--- src/rtl/interp_pkg.sv ---
package interp_pkg;
    timeunit 1ns;
    timeprecision 1ps;

    localparam int IN_W       = 20;
    localparam int OUT_W      = 24;
    localparam int NPH        = 4;
    localparam int NTAP       = 4;
    localparam int NCH        = 2;
    localparam int COEF_W     = 9;
    localparam int COEF_SHIFT = 7;
    localparam int STROBES    = 128;
    localparam int PER_W      = 12;
    localparam int DIV_W      = 3;
    localparam int PH_W       = $clog2(NPH);
    localparam int TAP_W      = $clog2(NTAP);

    // Cubic interpolation kernel sampled at quarter steps, scaled by 128.
    // Tap 0 is the newest sample; the point lies between taps 2 and 1.
    function automatic logic signed [COEF_W-1:0] coef(input logic [PH_W-1:0] ph,
                                                      input logic [TAP_W-1:0] tap);
        logic signed [COEF_W-1:0] c;
        case ({ph, tap})
            4'b00_10: c = 9'sd128;
            4'b01_00: c = -9'sd3;
            4'b01_01: c = 9'sd29;
            4'b01_10: c = 9'sd111;
            4'b01_11: c = -9'sd9;
            4'b10_00: c = -9'sd8;
            4'b10_01: c = 9'sd72;
            4'b10_10: c = 9'sd72;
            4'b10_11: c = -9'sd8;
            4'b11_00: c = -9'sd9;
            4'b11_01: c = 9'sd111;
            4'b11_10: c = 9'sd29;
            4'b11_11: c = -9'sd3;
            default:  c = '0;
        endcase
        return c;
    endfunction
endpackage

--- src/rtl/rate_divider.sv ---
module rate_divider
    import interp_pkg::*;
#(
    parameter int STROBES_P = STROBES,
    parameter int PER_W_P   = PER_W,
    parameter int DIV_INIT  = 2
) (
    input  logic            clk,
    input  logic            rst_n,
    input  logic            load_i,
    output logic            fire_o,
    output logic [PH_W-1:0] phase_o
);
    timeunit 1ns;
    timeprecision 1ps;

    localparam int TICK_W   = $clog2(STROBES_P) + 1;
    localparam int TICK_SH  = $clog2(STROBES_P);
    localparam int HOLD_SH  = $clog2(STROBES_P / NPH);
    localparam int PW1      = PER_W_P + 1;
    localparam logic [TICK_W-1:0] TICK_END = TICK_W'(STROBES_P);
    localparam logic [TICK_W-1:0] TICK_ONE = TICK_W'(1);
    localparam logic [DIV_W-1:0]  DIV_ONE  = DIV_W'(1);
    localparam logic [DIV_W-1:0]  DIV_LO   = DIV_W'(2);
    localparam logic [DIV_W-1:0]  DIV_MID  = DIV_W'(3);
    localparam logic [DIV_W-1:0]  DIV_HI   = DIV_W'(4);
    localparam logic [DIV_W-1:0]  DIV_RST  = DIV_W'(DIV_INIT);
    localparam logic [PW1-1:0]    TH_LO    = PW1'(STROBES_P * 5 / 2);
    localparam logic [PW1-1:0]    TH_HI    = PW1'(STROBES_P * 7 / 2);

    typedef struct packed {
        logic               started;
        logic [DIV_W-1:0]   div;
        logic [DIV_W-1:0]   cnt;
        logic [TICK_W-1:0]  tick;
        logic [PER_W_P-1:0] per;
    } rd_state_t;

    rd_state_t s_q, s_d;
    logic           fire_run;
    logic [PW1-1:0] period;
    logic [PW1-1:0] full_len;

    always_comb begin
        s_d      = s_q;
        period   = {1'b0, s_q.per} + PW1'(1);
        full_len = PW1'(s_q.div) << TICK_SH;
        fire_run = s_q.started && (s_q.tick < TICK_END) && (s_q.cnt == s_q.div - DIV_ONE);
        fire_o   = load_i | fire_run;
        phase_o  = load_i ? '0 : s_q.tick[HOLD_SH +: PH_W];

        if (s_q.per != '1) begin
            s_d.per = s_q.per + PER_W_P'(1);
        end

        if (load_i) begin
            s_d.started = 1'b1;
            s_d.cnt     = '0;
            s_d.tick    = TICK_ONE;
            s_d.per     = '0;
            if (s_q.started) begin
                if (period < TH_LO) begin
                    s_d.div = DIV_LO;
                end else if (period < TH_HI) begin
                    s_d.div = DIV_MID;
                end else begin
                    s_d.div = DIV_HI;
                end
            end
        end else if (fire_run) begin
            s_d.cnt  = '0;
            s_d.tick = s_q.tick + TICK_ONE;
        end else if (s_q.tick < TICK_END) begin
            s_d.cnt = s_q.cnt + DIV_ONE;
        end
    end

    always_ff @(posedge clk or negedge rst_n) begin
        if (!rst_n) begin
            s_q <= '{started: 1'b0, div: DIV_RST, cnt: '0, tick: '0, per: '0};
        end else begin
            s_q <= s_d;
        end
    end

    // a period of exactly 128*DIV clocks must have delivered a full train
    assert_full_count_R3: assert property (@(posedge clk) disable iff (!rst_n)
        (load_i && s_q.started && (period == full_len)) |-> (s_q.tick == TICK_END));

    // the divide ratio stays within the three supported settings
    assert_div_legal_R4: assert property (@(posedge clk) disable iff (!rst_n)
        (s_q.div >= DIV_LO) && (s_q.div <= DIV_HI));
endmodule

--- src/rtl/poly_mac.sv ---
module poly_mac
    import interp_pkg::*;
#(
    parameter int IN_W_P  = IN_W,
    parameter int OUT_W_P = OUT_W
) (
    input  logic                            clk,
    input  logic                            rst_n,
    input  logic                            load_i,
    input  logic signed [IN_W_P-1:0]        in_l_i,
    input  logic signed [IN_W_P-1:0]        in_r_i,
    output logic [NPH-1:0][OUT_W_P-1:0]     pend_l_o,
    output logic [NPH-1:0][OUT_W_P-1:0]     pend_r_o
);
    timeunit 1ns;
    timeprecision 1ps;

    localparam int STEPS   = NCH * NPH * NTAP;
    localparam int IDX_W   = $clog2(STEPS);
    localparam int PAD     = OUT_W_P - IN_W_P;
    localparam int ACC_W_L = OUT_W_P + COEF_W + TAP_W;
    localparam logic [IDX_W-1:0] IDX_LAST = IDX_W'(STEPS - 1);
    localparam logic [TAP_W-1:0] TAP_LAST = TAP_W'(NTAP - 1);
    localparam logic signed [ACC_W_L-1:0] ACC_ZERO = '0;
    localparam logic signed [ACC_W_L-1:0] SAT_HI   = ACC_W_L'((64'sd1 <<< (OUT_W_P - 1)) - 64'sd1);
    localparam logic signed [ACC_W_L-1:0] SAT_LO   = -SAT_HI - ACC_W_L'(1);

    typedef struct packed {
        logic [NCH-1:0][NTAP-1:0][OUT_W_P-1:0] hist;
        logic [NCH-1:0][NPH-1:0][OUT_W_P-1:0]  pend;
        logic                                  busy;
        logic [IDX_W-1:0]                      idx;
        logic signed [ACC_W_L-1:0]             acc;
    } mac_state_t;

    mac_state_t s_q, s_d;

    logic                      ch;
    logic [PH_W-1:0]           ph;
    logic [TAP_W-1:0]          tap;
    logic signed [OUT_W_P-1:0] smp;
    logic signed [COEF_W-1:0]  cf;
    logic signed [ACC_W_L-1:0] prod;
    logic signed [ACC_W_L-1:0] sum;
    logic [OUT_W_P-1:0]        ext_l, ext_r;

    function automatic logic [OUT_W_P-1:0] clamp_out(input logic signed [ACC_W_L-1:0] a);
        logic signed [ACC_W_L-1:0] sh;
        sh = a >>> COEF_SHIFT;
        if (sh > SAT_HI) begin
            return SAT_HI[OUT_W_P-1:0];
        end else if (sh < SAT_LO) begin
            return SAT_LO[OUT_W_P-1:0];
        end
        return sh[OUT_W_P-1:0];
    endfunction

    always_comb begin
        s_d   = s_q;
        ch    = s_q.idx[IDX_W-1];
        ph    = s_q.idx[TAP_W +: PH_W];
        tap   = s_q.idx[TAP_W-1:0];
        smp   = $signed(s_q.hist[ch][tap]);
        cf    = coef(ph, tap);
        prod  = ACC_W_L'(smp) * ACC_W_L'(cf);
        sum   = ((tap == '0) ? ACC_ZERO : s_q.acc) + prod;
        ext_l = {in_l_i, {PAD{1'b0}}};
        ext_r = {in_r_i, {PAD{1'b0}}};

        if (load_i) begin
            s_d.hist[0] = {s_q.hist[0][NTAP-2:0], ext_l};
            s_d.hist[1] = {s_q.hist[1][NTAP-2:0], ext_r};
            s_d.busy    = 1'b1;
            s_d.idx     = '0;
        end else if (s_q.busy) begin
            s_d.acc = sum;
            if (tap == TAP_LAST) begin
                s_d.pend[ch][ph] = clamp_out(sum);
            end
            s_d.idx = s_q.idx + IDX_W'(1);
            if (s_q.idx == IDX_LAST) begin
                s_d.busy = 1'b0;
            end
        end
    end

    always_ff @(posedge clk or negedge rst_n) begin
        if (!rst_n) begin
            s_q <= '0;
        end else begin
            s_q <= s_d;
        end
    end

    assign pend_l_o = s_q.pend[0];
    assign pend_r_o = s_q.pend[1];

    // every new sample starts a complete pass over both channels
    assert_mac_start_R6: assert property (@(posedge clk) disable iff (!rst_n)
        load_i |=> (s_q.busy && (s_q.idx == '0)));

    // the pass ends after the last phase of the second channel
    assert_mac_end_R6: assert property (@(posedge clk) disable iff (!rst_n)
        (s_q.busy && (s_q.idx == IDX_LAST) && !load_i) |=> !s_q.busy);
endmodule

--- src/rtl/hold_stage.sv ---
module hold_stage
    import interp_pkg::*;
#(
    parameter int OUT_W_P = OUT_W
) (
    input  logic                        clk,
    input  logic                        rst_n,
    input  logic                        load_i,
    input  logic                        fire_i,
    input  logic [PH_W-1:0]             phase_i,
    input  logic [NPH-1:0][OUT_W_P-1:0] pend_l_i,
    input  logic [NPH-1:0][OUT_W_P-1:0] pend_r_i,
    output logic                        strobe_o,
    output logic [OUT_W_P-1:0]          out_l_o,
    output logic [OUT_W_P-1:0]          out_r_o
);
    timeunit 1ns;
    timeprecision 1ps;

    typedef struct packed {
        logic [NPH-1:0][OUT_W_P-1:0] act_l;
        logic [NPH-1:0][OUT_W_P-1:0] act_r;
        logic                        strobe;
        logic [OUT_W_P-1:0]          val_l;
        logic [OUT_W_P-1:0]          val_r;
    } hold_state_t;

    hold_state_t s_q, s_d;
    logic [NPH-1:0][OUT_W_P-1:0] src_l, src_r;

    always_comb begin
        s_d      = s_q;
        src_l    = load_i ? pend_l_i : s_q.act_l;
        src_r    = load_i ? pend_r_i : s_q.act_r;
        s_d.strobe = fire_i;
        if (load_i) begin
            s_d.act_l = pend_l_i;
            s_d.act_r = pend_r_i;
        end
        if (fire_i) begin
            s_d.val_l = src_l[phase_i];
            s_d.val_r = src_r[phase_i];
        end
    end

    always_ff @(posedge clk or negedge rst_n) begin
        if (!rst_n) begin
            s_q <= '0;
        end else begin
            s_q <= s_d;
        end
    end

    assign strobe_o = s_q.strobe;
    assign out_l_o  = s_q.val_l;
    assign out_r_o  = s_q.val_r;

    // every input sample opens a strobe train at once
    assert_load_strobe_R2: assert property (@(posedge clk) disable iff (!rst_n)
        load_i |=> strobe_o);

    // outputs only move together with a strobe
    assert_hold_stable_R2: assert property (@(posedge clk) disable iff (!rst_n)
        !fire_i |=> ($stable(out_l_o) && $stable(out_r_o)));
endmodule

--- src/rtl/interp128_chain.sv ---
module interp128_chain
    import interp_pkg::*;
#(
    parameter int IN_W_P    = IN_W,
    parameter int OUT_W_P   = OUT_W,
    parameter int STROBES_P = STROBES,
    parameter int DIV_INIT  = 2
) (
    input  logic                     clk,
    input  logic                     rst_n,
    input  logic                     in_valid,
    input  logic signed [IN_W_P-1:0] in_left,
    input  logic signed [IN_W_P-1:0] in_right,
    output logic                     out_strobe,
    output logic [OUT_W_P-1:0]       out_left,
    output logic [OUT_W_P-1:0]       out_right
);
    timeunit 1ns;
    timeprecision 1ps;

    logic                        fire;
    logic [PH_W-1:0]             phase;
    logic [NPH-1:0][OUT_W_P-1:0] pend_l, pend_r;

    rate_divider #(
        .STROBES_P (STROBES_P),
        .PER_W_P   (PER_W),
        .DIV_INIT  (DIV_INIT)
    ) u_div (
        .clk     (clk),
        .rst_n   (rst_n),
        .load_i  (in_valid),
        .fire_o  (fire),
        .phase_o (phase)
    );

    poly_mac #(
        .IN_W_P  (IN_W_P),
        .OUT_W_P (OUT_W_P)
    ) u_mac (
        .clk      (clk),
        .rst_n    (rst_n),
        .load_i   (in_valid),
        .in_l_i   (in_left),
        .in_r_i   (in_right),
        .pend_l_o (pend_l),
        .pend_r_o (pend_r)
    );

    hold_stage #(
        .OUT_W_P (OUT_W_P)
    ) u_hold (
        .clk      (clk),
        .rst_n    (rst_n),
        .load_i   (in_valid),
        .fire_i   (fire),
        .phase_i  (phase),
        .pend_l_i (pend_l),
        .pend_r_i (pend_r),
        .strobe_o (out_strobe),
        .out_l_o  (out_left),
        .out_r_o  (out_right)
    );
endmodule

--- config.mk ---
export PLATFORM = sky130hd
export DESIGN_NAME = interp128_chain
export DESIGN_NICKNAME = d
export VERILOG_FILES = /design/src/rtl/interp_pkg.sv /design/src/rtl/rate_divider.sv /design/src/rtl/poly_mac.sv /design/src/rtl/hold_stage.sv /design/src/rtl/interp128_chain.sv
export SDC_FILE = /design/constraint.sdc
export NUM_CORES = 2
export LEC_CHECK = 0
export ABC_AREA = 1
export BUFFER_PORTS_ARGS = -buffer_cell sky130_fd_sc_hd__buf_2
export CAP_MARGIN = 5
export CORE_MARGIN = 5
export CORE_UTILIZATION = 52
export DETAILED_ROUTE_END_ITERATION = 10
export GPL_TIMING_DRIVEN = 0
export PLACE_DENSITY = 0.78
export SYNTH_ARGS = -nofsm -noshare
export SYNTH_HDL_FRONTEND = slang
export SYNTH_SLANG_ARGS = --single-unit
--- constraint.sdc ---
create_clock -name clk -period 8.34 [get_ports clk]
set_input_delay 0.417 -clock clk [delete_from_list [all_inputs] [get_ports clk]]
set_output_delay 0.417 -clock clk [all_outputs]
set_load 0.01 [all_outputs]
==> flow_summary.yaml <==
floorplanning:
  fp.dieH_um: 274
  coreArea_um2: 68800
  rows: 96
  num_io_pins: 92
  die_x_um: 274
  start_util: 0.526
  dieArea_um2: 75000
route:
  drtPass1Iterations: 6
  vias_per_cell: 5.48
  drc: 0
  ant_nets: 0
  vias: 30800
  drtIter0Drc: 3798
  wl_per_cell_um: 19.2
  routed_wl_mm: 108
yosys:
  synth-compound-area-share: 0.0869
  synth.distinct_cells: 41
  synthXorXnorAreaFrac: 0.00846
  yosys.area_share.simple: 0.233
  synth_warnings: 0
  synth.area.mux_share: 0.000276
  async_reset_ff_frac: 1.00
  synth_cells: 4464
  syn-num-nets: 4772
  synth_seq_area_share: 0.454
  ys_ff_latch: 657
  synth-main-ff-cell: "dfrtp_1"
  synth_top_family_by_area: "simple AND/OR/NAND/NOR gates"
  synth_adder_area_share: 0.129
  syn_area_per_cell_um2: 8.11
  synth_area_um2: 36200
  synth_edf_count: 0
critical_path:
  critPathBufInv: 10
  r2r-start: "u_mac.s_q[35]"
  critPathLaunchType: "flip-flop"
  critPathRequiredTime_ns: 8.87
  critical-path-top-delay-family: "adder cells"
  worstPathArrival_ns: 8.36
  worstSetupStartpoint: "u_mac.s_q[35]"
  cp_slowest_cell: "fa_1"
  endpoint_kind: "flip-flop"
  critical_path_class: "reg2reg"
  cp_max_fo: 12
  critical-path-max-stage-delay_ns: 0.55
grt:
  grt_pass1_vias: 30800
  grt_max_degree: 126
  grt.total_usage: 0.290
  antenna_found_initial: 1
  grt_pass1_wl_mm: 170
  globalRouteOverflowTotal: 0
final_layout:
  areaGrowthSynthToFinish_pct: 11.7
  fin_cells: 5622
  drive_gt1_frac: 0.0742
  fin_nets: 4947
place:
  place.gp.congestion: 0.949
  hpwl_mm: 77.2
  portBuffers: 91
  post-place-cells: 5492
timing:
  tns_ns: 0
  setup_violations: 0
  max_slew_margin: 0.0476
  post-route-min-period_ns: 7.83
  rsz0062_at_grt: "false"
  slew_viol_final: 0
  fin_skew_ns: 0.0282
  fmax_mhz: 128
  worstMarginPinSlew_ns: 1.42
  post-route-period-util: 0.939
  final_hold_viol_count: 0
worst_hold_path:
  worstHoldStart: "in_left[9]"
  hp-class: "in2reg"
clocking:
  clk_latency_ns: 0.62
  clockBufferDepth: 3
  cts_root_buffer: "clkbuf_16"
  post-cts-setup-buffers: 0
  clkTransAtPathRegs_ns: 0.06
  tritoncts: "built"
  htreeDepth: 3
  cts.sinks: 657
  cts_buffers: 67
power_and_ir_drop:
  ir_drop_mv: 0.337
  power_density_nw_per_um2: 275
  p_leak_nw: 21.6
outcome:
  status: "completed"
job:
  maxCapViolCount: 0
## metal layers
metal	wire length, um	vias to the layer above	track usage
met2	48000	1621	0.452
met1	42400	14800	0.388
met5	0	-	0
li1	-	14000	-
met4	4580	0	0.116
met3	12700	335	0.0818
## cell usage in the layout (no fill, tap or decap), types with 16 or more instances in the layout
master,Yosys,final
nand2_1,1708,1706
buf_4,48,48
ha_1,83,83
nand3_1,80,80
o21ai_0,422,421
clkbuf_8,0,16
dfrtp_1,656,656
xor2_1,22,22
buf_2,20,110
inv_1,512,511
o22ai_1,21,20
clkbuf_16,0,69
nor2_1,248,247
fa_1,182,182
a21oi_1,142,142
clkbuf_1,172,181
nand2_4,41,41
## registers in the layout, indices dropped and copies added, names as in the netlist
register,cells
u_mac.s_q,194
u_hold.out_r_o,24
u_mac.ph,2
u_mac.pend_l_o,96
u_hold.strobe_o,1
u_div.s_q,24
u_mac.pend_r_o,96
u_div.full_len,3
u_mac.ch,1
u_hold.s_q,192
u_hold.out_l_o,24
## final timing paths
check | slack [ns] | cells after the start | to
min in group asynchronous | 0.45 | 3 | u_mac.s_q[27]
worst max register to register | 0.51 | 32 | u_mac.pend_r_o[83]
worst min register to register | 0.46 | 2 | u_hold.s_q[196]
worst max-delay path | 0.51 | 32 | u_mac.pend_r_o[83]
worst min-delay path | 0.02 | 3 | u_mac.s_q[246]
max in group asynchronous | 6.38 | 5 | u_hold.s_q[54]
## synth_stat cells (3+ instances only)
cell | instances | area share
nand2_4 | 41 | 0.013
nor2_2 | 3 | 0.00052
buf_2 | 20 | 0.0028
nor2_1 | 248 | 0.026
buf_1 | 14 | 0.0015
nand3_1 | 80 | 0.011
xor2_1 | 22 | 0.0053
nand2_1 | 1708 | 0.18
inv_1 | 512 | 0.053
nand3_2 | 3 | 0.00083
o21bai_1 | 3 | 0.00062
o211ai_1 | 8 | 0.0017
o22ai_1 | 21 | 0.0036
nand4_1 | 6 | 0.0010
ha_1 | 83 | 0.029
dfrtp_1 | 656 | 0.45
xnor2_1 | 13 | 0.0031
a31oi_1 | 10 | 0.0017
buf_12 | 4 | 0.0022
o21ai_0 | 422 | 0.058
a21oi_1 | 142 | 0.020
clkbuf_1 | 172 | 0.018
inv_2 | 5 | 0.00052
nand2_2 | 6 | 0.0010
fa_1 | 182 | 0.10
buf_4 | 48 | 0.0099
nor3_1 | 13 | 0.0018
## stage by stage
stage | total power, W | util | instance area, um^2 | hold slack, ns | setup WS, ns
after floorplan | 0.00647 | - | 36200 | 0.121 | 1.66
after global placement | 0.00777 | 0.550 | 37800 | 0.445 | -7.09
after detailed placement | 0.00785 | 0.552 | 38000 | 0.451 | -0.175
after CTS | 0.0110 | 0.587 | 40400 | 0.00245 | 0.0521
after global routing | 0.0116 | 0.588 | 40500 | 0.0299 | 0.0768
final | 0.0111 | 0.588 | 40500 | 0.0210 | 0.512
## final cells by class
cell class | instances | area [um^2]
Multi-Input combinational cell | 3030 | 16600
Buffer | 257 | 1240
Timing Repair Buffer | 107 | 731
Inverter | 519 | 1950
Tap cell | 931 | 1160
Antenna cell | 1 | 2.50
Fill cell | 5959 | 28400
Clock buffer | 102 | 2010
Clock inverter | 18 | 310
Sequential cell | 657 | 16400
## cell families (layout without fill, tap and decap cells)
family | after synthesis | after routing
xor+xnor | 35 | 35
flops | 657 | 657
buf+inv | 777 | 1003
compound gates | 613 | 613
other cells | 0 | 1
fa+ha+maj | 265 | 265
mux | 1 | 1
simple gates | 2116 | 2116
## worst min-delay path, stage by stage
cell and delay (ns):
buf_2 0.08, nand2_1 0.04, nand2_1 0.05
## power breakdown
part	switching, W	total (W)	internal (W)	leakage [nW]
Sequential	0.000281	0.00403	0.00375	8.74
Clock	0.00131	0.00320	0.00189	1.14
Combinational	0.00274	0.00390	0.00116	11.7
## timing repair
action                                  CTS  global route
resized for setup                         1            23
hold buffers                             10             0
cloned                                    0             0
endpoints found under the setup margin  183           188
hold endpoints to repair                242             0
Power figures use the tool's default switching activity.
